<file path="src/rtl/fcfg_pkg.sv">
// Shared types and the fixed programming list for the framer
// configuration sequencer. Assumes data width of at least 8 bits.
package fcfg_pkg;

    typedef enum logic [1:0] {
        OP_ADDR  = 2'b00,
        OP_WDATA = 2'b01,
        OP_RDATA = 2'b10
    } acc_op_e;

    typedef enum logic [1:0] {
        PH_ZERO  = 2'b00,
        PH_PROG  = 2'b01,
        PH_SWEEP = 2'b10
    } phase_e;

    localparam int PROG_N = 3;

    // Framer index of the k-th programming write.
    function automatic logic [7:0] prog_index(input logic [1:0] k);
        case (k)
            2'd0:    return 8'd1;
            2'd1:    return 8'd5;
            default: return 8'd14;
        endcase
    endfunction

    // Value of the k-th programming write.
    function automatic logic [7:0] prog_value(input logic [1:0] k);
        case (k)
            2'd0:    return 8'h05;
            2'd1:    return 8'h80;
            default: return 8'h30;
        endcase
    endfunction

endpackage

</file>
<file path="src/rtl/fcfg_step.sv">
// Step decoder: turns (phase, index, half) into the access to issue.
// Assumes IW >= 2 so the programming list index fits in idx[1:0].
module fcfg_step
    import fcfg_pkg::*;
#(
    parameter int DW   = 8,
    parameter int NREG = 21,
    parameter int IW   = $clog2(NREG)
) (
    input  phase_e          phase,
    input  logic [IW-1:0]   idx,
    input  logic            half,
    output acc_op_e         op,
    output logic [DW-1:0]   wdata,
    output logic            last
);

    logic [DW-1:0] target;

    // Decode the access: index load on the first half, data op on the second.
    always_comb begin
        target = (phase == PH_PROG) ? DW'(prog_index(idx[1:0])) : DW'(idx);
        last   = (phase == PH_PROG) ? (idx == IW'(PROG_N - 1))
                                    : (idx == IW'(NREG - 1));
        if (!half) begin
            op    = OP_ADDR;
            wdata = target;
        end else if (phase == PH_SWEEP) begin
            op    = OP_RDATA;
            wdata = '0;
        end else begin
            op    = OP_WDATA;
            wdata = (phase == PH_PROG) ? DW'(prog_value(idx[1:0])) : '0;
        end
    end

endmodule

</file>
<file path="src/rtl/fcfg_access.sv">
// Access engine: holds one request on the port until acknowledged.
// Assumes the port acknowledges with acc_ack while req is high.
module fcfg_access
    import fcfg_pkg::*;
#(
    parameter int DW = 8
) (
    input  logic          clk,
    input  logic          rst_n,
    input  logic          issue,
    input  acc_op_e       op_in,
    input  logic [DW-1:0] data_in,
    input  logic          ack,
    output logic          req,
    output acc_op_e       op,
    output logic [DW-1:0] data,
    output logic          complete
);

    // Launch a request when idle, retire it on acknowledge.
    always_ff @(posedge clk) begin
        if (!rst_n) begin
            req  <= 1'b0;
            op   <= OP_ADDR;
            data <= '0;
        end else if (req && ack) begin
            req <= 1'b0;
        end else if (!req && issue) begin
            req  <= 1'b1;
            op   <= op_in;
            data <= data_in;
        end
    end

    // Completion strobe for the sequencer.
    assign complete = req && ack;

    a_r7_req_hold: assert property (@(posedge clk) disable iff (!rst_n)
        req && !ack |=> req && $stable(op) && $stable(data))
        else $error("R7 request changed before acknowledge");

    a_r7_gap_after_ack: assert property (@(posedge clk) disable iff (!rst_n)
        req && ack |=> !req)
        else $error("R7 request not released after acknowledge");

endmodule

</file>
<file path="src/rtl/fcfg_seq.sv">
// Framer configuration sequencer top: zero-fill, program, read-clear,
// each access an index load followed by a data access.
// Assumes start is a clean synchronous pulse; rst_n is synchronous.
module fcfg_seq
    import fcfg_pkg::*;
#(
    parameter int DW   = 8,
    parameter int NREG = 21
) (
    input  logic          clk,
    input  logic          rst_n,
    input  logic          start,
    output logic          busy,
    output logic          done,
    output logic          acc_req,
    output logic [1:0]    acc_op,
    output logic [DW-1:0] acc_wdata,
    input  logic          acc_ack
);

    localparam int IW = $clog2(NREG);

    logic          run_q;
    logic          done_q;
    phase_e        phase_q;
    logic [IW-1:0] idx_q;
    logic          half_q;

    acc_op_e       step_op;
    logic [DW-1:0] step_data;
    logic          step_last;
    acc_op_e       port_op;
    logic          complete;

    fcfg_step #(.DW(DW), .NREG(NREG), .IW(IW)) u_step (
        .phase (phase_q),
        .idx   (idx_q),
        .half  (half_q),
        .op    (step_op),
        .wdata (step_data),
        .last  (step_last)
    );

    fcfg_access #(.DW(DW)) u_access (
        .clk      (clk),
        .rst_n    (rst_n),
        .issue    (run_q),
        .op_in    (step_op),
        .data_in  (step_data),
        .ack      (acc_ack),
        .req      (acc_req),
        .op       (port_op),
        .data     (acc_wdata),
        .complete (complete)
    );

    // Walk phases and indices; advance one half-step per completed access.
    always_ff @(posedge clk) begin
        if (!rst_n) begin
            run_q   <= 1'b0;
            done_q  <= 1'b0;
            phase_q <= PH_ZERO;
            idx_q   <= '0;
            half_q  <= 1'b0;
        end else begin
            done_q <= 1'b0;
            if (!run_q && start) begin
                run_q   <= 1'b1;
                phase_q <= PH_ZERO;
                idx_q   <= '0;
                half_q  <= 1'b0;
            end else if (run_q && complete) begin
                if (!half_q) begin
                    half_q <= 1'b1;
                end else begin
                    half_q <= 1'b0;
                    if (step_last) begin
                        idx_q <= '0;
                        case (phase_q)
                            PH_ZERO: phase_q <= PH_PROG;
                            PH_PROG: phase_q <= PH_SWEEP;
                            default: begin
                                run_q  <= 1'b0;
                                done_q <= 1'b1;
                            end
                        endcase
                    end else begin
                        idx_q <= idx_q + 1'b1;
                    end
                end
            end
        end
    end

    // Drive outputs.
    assign busy   = run_q;
    assign done   = done_q;
    assign acc_op = port_op;

    a_r8_done_pulse: assert property (@(posedge clk) disable iff (!rst_n)
        done |=> !done)
        else $error("R8 done longer than one cycle");

    a_r8_done_not_busy: assert property (@(posedge clk) disable iff (!rst_n)
        !(done && busy))
        else $error("R8 done while busy");

    a_r8_done_after_ack: assert property (@(posedge clk) disable iff (!rst_n)
        done |-> $past(acc_req && acc_ack))
        else $error("R8 done without a preceding acknowledge");

    a_r2_req_only_busy: assert property (@(posedge clk) disable iff (!rst_n)
        acc_req |-> busy)
        else $error("R2 request while idle");

    a_r3_legal_op: assert property (@(posedge clk) disable iff (!rst_n)
        acc_req |-> acc_op != 2'b11)
        else $error("R3 illegal access code");

endmodule

</file>
<file path="config.mk">
export PLATFORM = sky130hd
export DESIGN_NAME = fcfg_seq
export DESIGN_NICKNAME = d
export VERILOG_FILES = /design/src/rtl/fcfg_pkg.sv /design/src/rtl/fcfg_step.sv /design/src/rtl/fcfg_access.sv /design/src/rtl/fcfg_seq.sv
export SDC_FILE = /design/constraint.sdc
export NUM_CORES = 1
export LEC_CHECK = 0
export BUFFER_PORTS_ARGS = -buffer_cell sky130_fd_sc_hd__clkbuf_2
export CAP_MARGIN = 0
export CORE_MARGIN = 10
export CORE_UTILIZATION = 60
export CTS_BUF_LIST = sky130_fd_sc_hd__clkbuf_4
export DETAILED_ROUTE_END_ITERATION = 10
export GPL_ROUTABILITY_DRIVEN = 0
export PLACE_DENSITY = 0.86
export SYNTH_ARGS = -nofsm -noshare
export SYNTH_HDL_FRONTEND = slang
export SYNTH_SLANG_ARGS = --single-unit
</file>
<file path="constraint.sdc">
create_clock -name clk -period 3.1 [get_ports clk]
set_input_delay 0.31 -clock clk [delete_from_list [all_inputs] [get_ports clk]]
set_output_delay 0.31 -clock clk [all_outputs]
set_load 0.01 [all_outputs]
</file>
==> results of run 1 <==
## synth_stat cells (all sizes together) (3+ instances only)
master,n,area [sq um]
xor2,4,35.0
o21ai,3,15.0
nor2,7,26.3
nand3,3,15.0
nand2,11,41.3
buf,4,28.8
dfxtp,20,400
o211ai,3,22.5
nand2b,3,18.8
a21oi,10,61.3
inv,6,22.5
nor3,3,20.0
ha,5,62.6
nand4,5,31.3
## path summary, 6_finish.rpt
| check | from | endpoint | slack [ns] |
|---|---|---|---|
| max | phase_q[1] | phase_q[0] | 1.0 |
| min | rst_n | u_access.data[4] | 0.25 |
| max reg2reg | phase_q[1] | phase_q[0] | 1.0 |
| min reg2reg | u_access.op[0] | u_access.op[0] | 0.46 |
## area by class of cell
class | instances | area [sq um] | area share, %
clock buffer | 3 | 22.5 | 2.09
sequential | 20 | 400 | 37.2
multi-input combinational | 78 | 533 | 49.5
tap | 16 | 20.0 | 1.86
inverter | 6 | 22.5 | 2.09
clock inverter | 1 | 3.75 | 0.348
timing repair buffer | 15 | 75.1 | 6.97
## through the flow
step           instances  util (%)  instance area (sq um)  setup slack (ns)
2_1_floorplan        110         -                    992              1.15
3_3_place_gp         135      68.2                   1050              1.08
3_5_place_dp         135      68.2                   1050              1.02
4_1_cts              139      69.9                   1080             0.999
5_1_grt              139      69.9                   1080             0.890
6_report             139      69.9                   1080             0.995
## critical path: cells and delay by family (launching register included)
kind	cells	cell delay, ns
flip-flops	1	0.56
buffers and inverters	1	0.12
adder cells (fa/ha/maj)	1	0.23
multiplexers	1	0.34
AND/OR/NAND/NOR	3	0.75
## report_power, final
group,switching (mW),internal (mW),total (mW)
Combinational,0.0173,0.00730,0.0246
Sequential,0.00389,0.260,0.264
Clock,0.0772,0.0470,0.124
Total,0.0984,0.314,0.413
## cell families (layout without fill, tap and decap cells)
group / after synthesis / after routing / synth area share, %
simple gates: 42 / 42 / 25.2
compound gates: 24 / 24 / 16.1
flops: 20 / 20 / 40.4
buf+inv: 12 / 25 / 5.93
fa+ha+maj: 5 / 5 / 6.31
xor+xnor: 4 / 4 / 3.53
mux: 2 / 2 / 2.14
other cells: 1 / 1 / 0.378
## placed cells by master, fill, tap and decap left out, drive strengths merged, types with 2 or more instances in the layout
cell,count
nand4,5
dfxtp,20
nand2,11
a21oi,10
nand3,3
nor3,3
clkbuf,18
a31oi,2
o21ai,3
ha,5
nand2b,3
o211ai,3
xor2,4
nor2,7
inv,6
## state kept, by name, summed over array words and instances (netlist names)
| signal | flops |
|---|---|
| busy | 1 |
| done | 1 |
| half_q | 1 |
| idx_q | 5 |
| phase_q | 2 |
| u_access.data | 7 |
| u_access.op | 2 |
| u_access.req | 1 |
## per-layer routing
| layer | wire, um | share of wire, % | GRT usage, % |
|---|---|---|---|
| met5 | 0 | 0 | 0 |
| met4 | 36 | 1.9 | 6.27 |
| met3 | 126 | 6.5 | 4.38 |
| met2 | 842 | 43 | 17.3 |
| met1 | 940 | 48 | 15.0 |
==> Implementation_results.wiki, run 1 <==
{| class="wikitable"
! Metric !! Value
|-
| Vertical die dimension || 60.7 um
|-
| Initial cell density of the core || 64.4%
|-
| Minimum period implied by the final worst setup slack || 2.10 ns
|-
| Final TNS setup || 0 ns
|-
| Yosys cell types || 41
|-
| Area growth, synth to finish || 8.57%
|-
| Post-Syn Area || 992 sq um
|-
| CP Class || flip-flop to flip-flop
|-
| Top-level I/O count || 17
|-
| Standby leakage power || around 0.43 nW
|-
| Vias after detailed routing || between 700 and 800
|-
| Setup repair after global routing missed its margin || false
|-
| Critical Path Fanout Max || 9
|-
| Mean number of vias per cell || 5.73
|-
| Antenna cells || 0
|-
| Pwr dens || 383 nW/um^2
|-
| Hold Path Cell Cnt || 3
|-
| Async set-reset flop share out of synthesis || 0%
|-
| Power consumption || between 0.4 and 0.5 mW
|-
| Total of endpoints with negative setup slack in the final report || 0
|-
| Final routed wirelength across all metal layers || 1950 um
|-
| TritonCTS clock tree || built
|-
| Wire length of the first global-routing pass || 3420 um
|-
| Clock tree root buffer cell || clkbuf_4
|-
| Sequence of cells on the critical path || nor2b_4, inv_2, ha_1, or3_1, nor4_2, mux2_1
|-
| Post-route DRC violation count || 0
|-
| H-tree Lvls || 1
|-
| Portion of the clock cycle consumed by the worst path in the final layout || 67.9%
|-
| Fill cell instance count of the final layout || roughly 130
|-
| Top_reg_cell synth || dfxtp_1
|-
| Worst skew pair latency || around 0.30 ns
|-
| R2R depth || 6
|-
| Vias in the first global route || 767
|-
| # hold bufs at CTS || 0
|-
| DRT iter0 DRCs || 9
|-
| Horizontal die dimension || 60.7 um
|-
| Clock buffers created by TritonCTS || 3
|-
| Clock sink total || 20
|-
| Quantity of gates resized following cts || 0
|-
| Kind of end point of the critical path || flip-flop
|-
| Port bufs || 15
|-
| Clock slew at reported path FFs || 0.11 ns
|-
| Grt total ovfl || 0
|-
| Net count of the mapped netlist || 119
|-
| DRT Pass-1 Iters || 4
|-
| Hold violation total from the final report || 0
|-
| Measured slew at the worst slew-check pin || 0.513 ns
|-
| Pin count of the biggest net entering global routing || 12
|-
| Worst VDD drop || approximately 260 uV
|-
| Maximum root-to-sink buffer count || 2
|-
| Achievable frequency || 475 MHz
|-
| Worst clock skew on the final layout || 0.00681 ns
|-
| Hold WC Path Type || input pin to flip-flop
|-
| Number of standard-cell rows in the floorplan || 14
|-
| Ys Warns || 0
|-
| Wire length per cell after detailed routing || around 14 um
|-
| Sequential cell area fraction in the yosys report || roughly two fifths
|-
| Post-synth EDFFs || 0
|-
| Relative slew slack || 65.6%
|-
| Biggest cell delay along the critical path || between 0.5 and 0.6 ns
|-
| Number of storage elements in the synthesis netlist || 20
|-
| Tot GR Track Use || 11.9%
|-
| Fraction of final layout cells with drive strength greater than 1 || 19.5%
|-
| Total Die Area || about 3700 sq um
|-
| Mean post-synth cell area || between 9 and 10 sq um
|-
| Number of pins exceeding their max-slew limit in the final report || 0
|-
| Status || finished clean
|-
| Final HPWL DP || between 1000 and 1500 um
|-
| Worst Setup Start Kind || flip-flop
|-
| Count of max-cap constraint violations || 0
|-
| Hold Slack || 0.254 ns
|-
| Arrival time of data at the critical path endpoint || approximately 2.3 ns
|-
| Count of nets after finishing || 133
|-
| Data required time at the worst endpoint || 3.30 ns
|-
| Placeable Area || ~1500 sq um
|-
| Initial antenna violation count || 0
|-
| Total setup buffers inserted after CTS || 0
|-
| Post-Syn Instances || 110
|-
| Number of nets with antenna violations after detailed routing || 0
|-
| Library cell contributing the largest single delay on the critical path || dfxtp_1
|}
(Power assumes the default switching activity.)
==> run 2: changes to the inputs <==
Settings changed: ABC_AREA from default to 1, CORE_UTILIZATION 60 to 51, PLACE_DENSITY 0.86 to 0.79.
Clock period 3.1 ns to 1.75 ns, I/O delays scaled along.
==> Implementation_results.wiki, run 2 <==
{| class="wikitable"
! Metric !! Value
|-
| Initial cell density of the core || 54.5% (-9.9 points)
|-
| Wire length of the first global-routing pass || 3310 um (-3.2%)
|-
| Post-route DRC violation count || 0 (unchanged)
|-
| Mean post-synth cell area || 7.63 sq um (-15%)
|-
| Standby leakage power || 0.472 nW (+9.8%)
|-
| Worst clock skew on the final layout || 0.00298 ns (-0.00383 ns)
|-
| Initial antenna violation count || 0 (unchanged)
|-
| Number of nets with antenna violations after detailed routing || 0 (unchanged)
|-
| Minimum period implied by the final worst setup slack || 1.53 ns (-0.572 ns)
|-
| Critical Path Fanout Max || 5 (-4)
|-
| Ys Warns || 0 (unchanged)
|-
| Clock sink total || 20 (unchanged)
|-
| Portion of the clock cycle consumed by the worst path in the final layout || 87.6% (+20 points)
|-
| Leading registers by flop count || u_access.data (7), idx_q (5)
|-
| Largest area contributor in the synthesized netlist || dfxtp_1
|-
| Count of nets after finishing || 153 (+15%)
|-
| Most common cell in the synthesized netlist || nand2_1
|-
| Number of storage elements in the synthesis netlist || 20 (unchanged)
|-
| Power consumption || 0.715 mW (+73%)
|-
| Top layer in use || met4
|-
| Hold WC Path Type || input pin to flip-flop
|-
| Pwr dens || 668 nW/um^2 (+74%)
|-
| Clock slew at reported path FFs || 0.10 ns (about the same)
|-
| TritonCTS clock tree || built
|-
| H-tree Lvls || 1 (unchanged)
|-
| Number of pins exceeding their max-slew limit in the final report || 0 (unchanged)
|-
| Worst skew pair latency || 0.29 ns (about the same)
|-
| Vias after detailed routing || 806 (+1.3%)
|-
| Worst VDD drop || 462 uV (+78%)
|-
| Grt total ovfl || 0 (unchanged)
|-
| Number of standard-cell rows in the floorplan || 15 (+1)
|-
| Mean number of vias per cell || 4.83 (-16%)
|-
| Worst Setup Start Kind || flip-flop
|-
| Maximum root-to-sink buffer count || 2 (unchanged)
|-
| Data required time at the worst endpoint || 1.94 ns (-1.36 ns)
|-
| Total of endpoints with negative setup slack in the final report || 0 (unchanged)
|-
| Top-level I/O count || 17 (unchanged)
|-
| Antenna cells || 0 (unchanged)
|-
| Routed met1 length || 889 um (-5.4%)
|-
| CP Class || flip-flop to flip-flop
|-
| # hold bufs at CTS || 0 (unchanged)
|-
| Total Die Area || 4020 sq um (+9.2%)
|-
| Placed Cells incl. Taps || 164 (+21%)
|-
| Port bufs || 15 (unchanged)
|-
| Share of the synthesized area in the top cell type || 41.7% (+1.3 points)
|-
| Arrival time of data at the critical path endpoint || 1.72 ns (-0.59 ns)
|-
| Vias in the first global route || 775 (+1.0%)
|-
| Clock tree root buffer cell || clkbuf_4
|-
| Wire length per cell after detailed routing || 11.2 um (-20%)
|-
| Commonest non-fill, non-tap cell in the layout || nand2_1
|-
| Fraction of final layout cells with drive strength greater than 1 || 22.5% (+3.0 points)
|-
| Sequential cell area fraction in the yosys report || 41.7% (+1.3 points)
|-
| Post-Syn Instances || 126 (+15%)
|-
| Final routed wirelength across all metal layers || 1880 um (-3.5%)
|-
| Post-Syn Area || 961 sq um (-3.2%)
|-
| Hold violation total from the final report || 0 (unchanged)
|-
| DRT Pass-1 Iters || 4 (unchanged)
|-
| Quantity of gates resized following cts || 0 (unchanged)
|-
| Vertical die dimension || 63.4 um (+4.5%)
|-
| Net count of the mapped netlist || 135 (+13%)
|-
| Met3 Routed Length || 112 um (-11%)
|-
| Synth top cells by count || nand2_1, dfxtp_1, nor2_1
|-
| Commonest non-fill, non-tap cells in the layout || nand2_1, dfxtp_1, clkbuf_2
|-
| Async set-reset flop share out of synthesis || 0% (unchanged)
|-
| Post-synth EDFFs || 0 (unchanged)
|-
| Register with the most flip-flops || u_access.data
|-
| Achievable frequency || 652 MHz (+37%)
|-
| R2R depth || 8 (+2)
|-
| Setup repair after global routing missed its margin || false
|-
| Hold Path Cell Cnt || 3 (unchanged)
|-
| Clock buffers created by TritonCTS || 3 (unchanged)
|-
| Placeable Area || 1760 sq um (+14%)
|-
| DRT iter0 DRCs || 15 (+6)
|-
| Tot GR Track Use || 9.80% (-2.1 points)
|-
| Pin count of the biggest net entering global routing || 12 (unchanged)
|-
| Layout Utilization || 60.7% (-9.2 points)
|-
| Kind of end point of the critical path || flip-flop
|-
| Final non-filler cell total || 167 (+20%)
|-
| Count of max-cap constraint violations || 0 (unchanged)
|-
| Final HPWL DP || 1550 um (+3.3%)
|-
| Top_reg_cell synth || dfxtp_1
|-
| Status || finished clean
|-
| Area growth, synth to finish || 11.5%
|-
| Final TNS setup || 0 ns (unchanged)
|-
| Total setup buffers inserted after CTS || 0 (unchanged)
|-
| Largest register FFs || 7 (unchanged)
|-
| Horizontal die dimension || 63.4 um (+4.5%)
|-
| Top area cells in the synthesized netlist || dfxtp_1, nand2_1, ha_1
|-
| Routed length on met2 || 822 um (-2.4%)
|-
| Yosys cell types || 24 (-41%)
|}
-- run 2: cell families (layout without fill, tap and decap cells) --
| logic type | Yosys count | after routing | share of synthesized area, % |
|---|---|---|---|
| simple gates | 63 | 63 | 30.7 |
| flops | 20 | 20 | 41.7 |
| compound gates | 18 | 18 | 10.5 |
| buf+inv | 16 | 32 | 7.42 |
| fa+ha+maj | 5 | 5 | 6.51 |
| xor+xnor | 3 | 3 | 2.73 |
| other cells | 1 | 1 | 0.390 |
-- run 2: worst paths after layout --
path / from / end / slack (ns)
max: phase_q[0] / busy / 0.22
min: rst_n / u_access.data[2] / 0.11
max reg2reg: phase_q[0] / busy / 0.22
min reg2reg: u_access.op[0] / u_access.op[0] / 0.47
-- run 2: layout make-up --
type | instances | area, sq um
tap | 25 | 31.3
inverter | 14 | 52.6
multi-input combinational | 90 | 489
timing repair buffer | 15 | 75.1
fill | 172 | 693
clock buffer | 3 | 22.5
sequential | 20 | 400
-- run 2: power breakdown --
group / switching, mW / internal (mW)
clock: 0.126 / 0.0800
sequential: 0.00466 / 0.459
combinational: 0.0324 / 0.0132
total: 0.163 / 0.553
-- run 2: worst max-delay path, stage by stage, from the launching register on --
cell and delay [ns]:
dfxtp_1 0.40, nand2_2 0.11, ha_1 0.29, nor2_1 0.08
nand3_1 0.12, nor2_4 0.19, nand3_1 0.11, nand2_1 0.07
a21oi_1 0.05
-- run 2: routing by layer --
metal	vias up	GRT usage (%)
li1	436	-
met1	343	10.7
met2	19	16.2
met3	8	3.53
met4	0	4.92
met5	-	0
-- run 2: stage by stage --
stage                     hold slack, ns  setup slack (ns)  cell area, sq um
after detailed placement           0.413             0.232              1050
after floorplan                    0.273             0.373               961
after CTS                          0.108             0.212              1070
after global routing               0.123            0.0575              1070
after global placement             0.413             0.322              1050
final                              0.113             0.217              1070
==> run 3: changes to the inputs <==
--- a/config.mk
+++ b/config.mk
@@ -7,6 +7,7 @@
 export LEC_CHECK = 0
 export ABC_AREA = 1
-export BUFFER_PORTS_ARGS = -buffer_cell sky130_fd_sc_hd__clkbuf_2
+export BUFFER_PORTS_ARGS = -buffer_cell sky130_fd_sc_hd__buf_2
 export CAP_MARGIN = 0
+export CORE_ASPECT_RATIO = 0.75
 export CORE_MARGIN = 10
 export CORE_UTILIZATION = 51
==> constraint.sdc (replaced) <==
create_clock -name clk -period 1.75 [get_ports clk]
set_input_delay 0.2625 -clock clk [delete_from_list [all_inputs] [get_ports clk]]
set_output_delay 0.2625 -clock clk [all_outputs]
set_load 0.01 [all_outputs]
==> Implementation_results.wiki, run 3 (synthesized netlist as in run 2, its figures left out) <==
{| class="wikitable"
! Metric !! Value
|-
| Pin count of the biggest net entering global routing || 12 (unchanged)
|-
| Fraction of final layout cells with drive strength greater than 1 || 22.5% (unchanged)
|-
| H-tree Lvls || 1 (unchanged)
|-
| Mean number of vias per cell || 5.09 (+5.4%)
|-
| Area growth, synth to finish || 11.1%
|-
| Biggest cell delay along the critical path || 0.41 ns (about the same)
|-
| DRT Pass-1 Iters || 4 (unchanged)
|-
| Clock buffers created by TritonCTS || 3 (unchanged)
|-
| CP Class || flip-flop to flip-flop
|-
| Worst VDD drop || 561 uV (+22%)
|-
| Antenna cells || 0 (unchanged)
|-
| Standby leakage power || 0.481 nW (+2.1%)
|-
| Post-route DRC violation count || 0 (unchanged)
|-
| Maximum root-to-sink buffer count || 2 (unchanged)
|-
| Data required time at the worst endpoint || 1.95 ns (about the same)
|-
| Layout Utilization || 60.8% (about the same)
|-
| Initial cell density of the core || 54.7% (+0.23 points)
|-
| Count of max-cap constraint violations || 0 (unchanged)
|-
| Portion of the clock cycle consumed by the worst path in the final layout || 87.5% (-0.10 points)
|-
| Largest register FFs || 7 (unchanged)
|-
| Number of standard-cell rows in the floorplan || 13 (-2)
|-
| Initial antenna violation count || 0 (unchanged)
|-
| Total setup buffers inserted after CTS || 0 (unchanged)
|-
| Vertical die dimension || 57.6 um (-9.2%)
|-
| # hold bufs at CTS || 0 (unchanged)
|-
| Number of pins exceeding their max-slew limit in the final report || 0 (unchanged)
|-
| Commonest non-fill, non-tap cell in the layout || nand2_1
|-
| Vias in the first global route || 839 (+8.3%)
|-
| Leading registers by flop count || u_access.data (7), idx_q (5)
|-
| Register with the most flip-flops || u_access.data
|-
| Sequence of cells on the critical path || nand2_2, ha_1, nor2_1, nand3_1, nor2_4, nand3_1, nand2_1, a21oi_1
|-
| Minimum period implied by the final worst setup slack || 1.53 ns (-0.00179 ns)
|-
| Kind of end point of the critical path || flip-flop
|-
| Setup repair after global routing missed its margin || false
|-
| TritonCTS clock tree || built
|-
| Horizontal die dimension || 70.1 um (+11%)
|-
| Final TNS setup || 0 ns (unchanged)
|-
| Clock sink total || 20 (unchanged)
|-
| Hold violation total from the final report || 0 (unchanged)
|-
| Total Die Area || 4040 sq um (+0.45%)
|-
| Commonest non-fill, non-tap cells in the layout || nand2_1, dfxtp_1, buf_2
|-
| Count of nets after finishing || 153 (unchanged)
|-
| Total of endpoints with negative setup slack in the final report || 0 (unchanged)
|-
| Hold WC Path Type || input pin to flip-flop
|-
| Wire length per cell after detailed routing || 12.8 um (+14%)
|-
| Grt total ovfl || 0 (unchanged)
|-
| Port bufs || 15 (unchanged)
|-
| Arrival time of data at the critical path endpoint || 1.73 ns (about the same)
|-
| Top-level I/O count || 17 (unchanged)
|-
| Critical Path Fanout Max || 5 (unchanged)
|-
| Pre-CTS WS || 0.254 ns (+0.0221 ns)
|-
| Final routed wirelength across all metal layers || 2090 um (+12%)
|-
| Vias after detailed routing || 834 (+3.5%)
|-
| Buffers plus inverters on the worst setup path || 0 (unchanged)
|-
| Cell type group with the largest total delay on the critical path || simple AND/OR/NAND/NOR gates
|-
| Hold Slack || 0.187 ns (+0.0744 ns)
|-
| Placeable Area || 1760 sq um (-0.43%)
|-
| Most repeated library cell on the critical path || nand3_1
|-
| Achievable frequency || 653 MHz (+0.12%)
|-
| Status || finished clean
|-
| Clock tree root buffer cell || clkbuf_4
|-
| Library cell contributing the largest single delay on the critical path || dfxtp_1
|-
| Tot GR Track Use || 10.7% (+0.89 points)
|-
| Final HPWL DP || 1630 um (+5.5%)
|-
| DRT iter0 DRCs || 27 (+12)
|-
| Worst Setup Start Kind || flip-flop
|-
| Final worst slack || 0.219 ns (+0.00179 ns)
|-
| Worst skew pair latency || 0.30 ns (about the same)
|-
| Pwr dens || 687 nW/um^2 (+2.9%)
|-
| Wire length of the first global-routing pass || 3630 um (+9.8%)
|-
| Clock slew at reported path FFs || 0.11 ns (about the same)
|-
| Worst clock skew on the final layout || 0.000602 ns (-0.00238 ns)
|-
| Number of nets with antenna violations after detailed routing || 0 (unchanged)
|-
| Quantity of gates resized following cts || 0 (unchanged)
|}
run 3: path summary, 6_finish.rpt:
path	slack [ns]	from	cells past startpoint	to
min reg2reg	0.47	u_access.data[1]	2	u_access.data[1]
min	0.19	rst_n	3	u_access.data[2]
max	0.22	phase_q[0]	8	busy
max reg2reg	0.22	phase_q[0]	8	busy
run 3: layout make-up:
cell class	count	area, sq um
clock buffer	3	22.5
fill	165	689
inverter	14	52.6
multi-input combinational	90	489
sequential	20	400
tap	22	27.5
timing repair buffer	15	75.1
run 3: where the power goes:
group          total (mW)  switching, mW  internal, mW
logic              0.0467         0.0335        0.0132
registers           0.464        0.00471         0.460
clock network       0.222          0.142        0.0805
total               0.733          0.180         0.553
run 3: worst reg2reg max path, cell delays in order, from the launching register on:
cell	delay, ns
dfxtp_1	0.41
nand2_2	0.11
ha_1	0.28
nor2_1	0.09
nand3_1	0.12
nor2_4	0.18
nand3_1	0.11
nand2_1	0.07
a21oi_1	0.05
run 3: routing by layer:
layer	global-route usage, %	vias to the layer above	part of all wire (%)
met5	0	-	0
met4	3.37	0	1.9
met3	4.49	6	5.2
met2	16.9	19	43
met1	12.9	378	50
li1	-	431	-
run 3: stage by stage:
stage	total power, mW	std cells	cell area, sq um
floorplan	0.512	126	961
global placement	0.520	161	1040
detailed placement	0.522	161	1040
CTS	0.735	164	1070
global route	0.759	164	1070
finish	0.733	164	1070
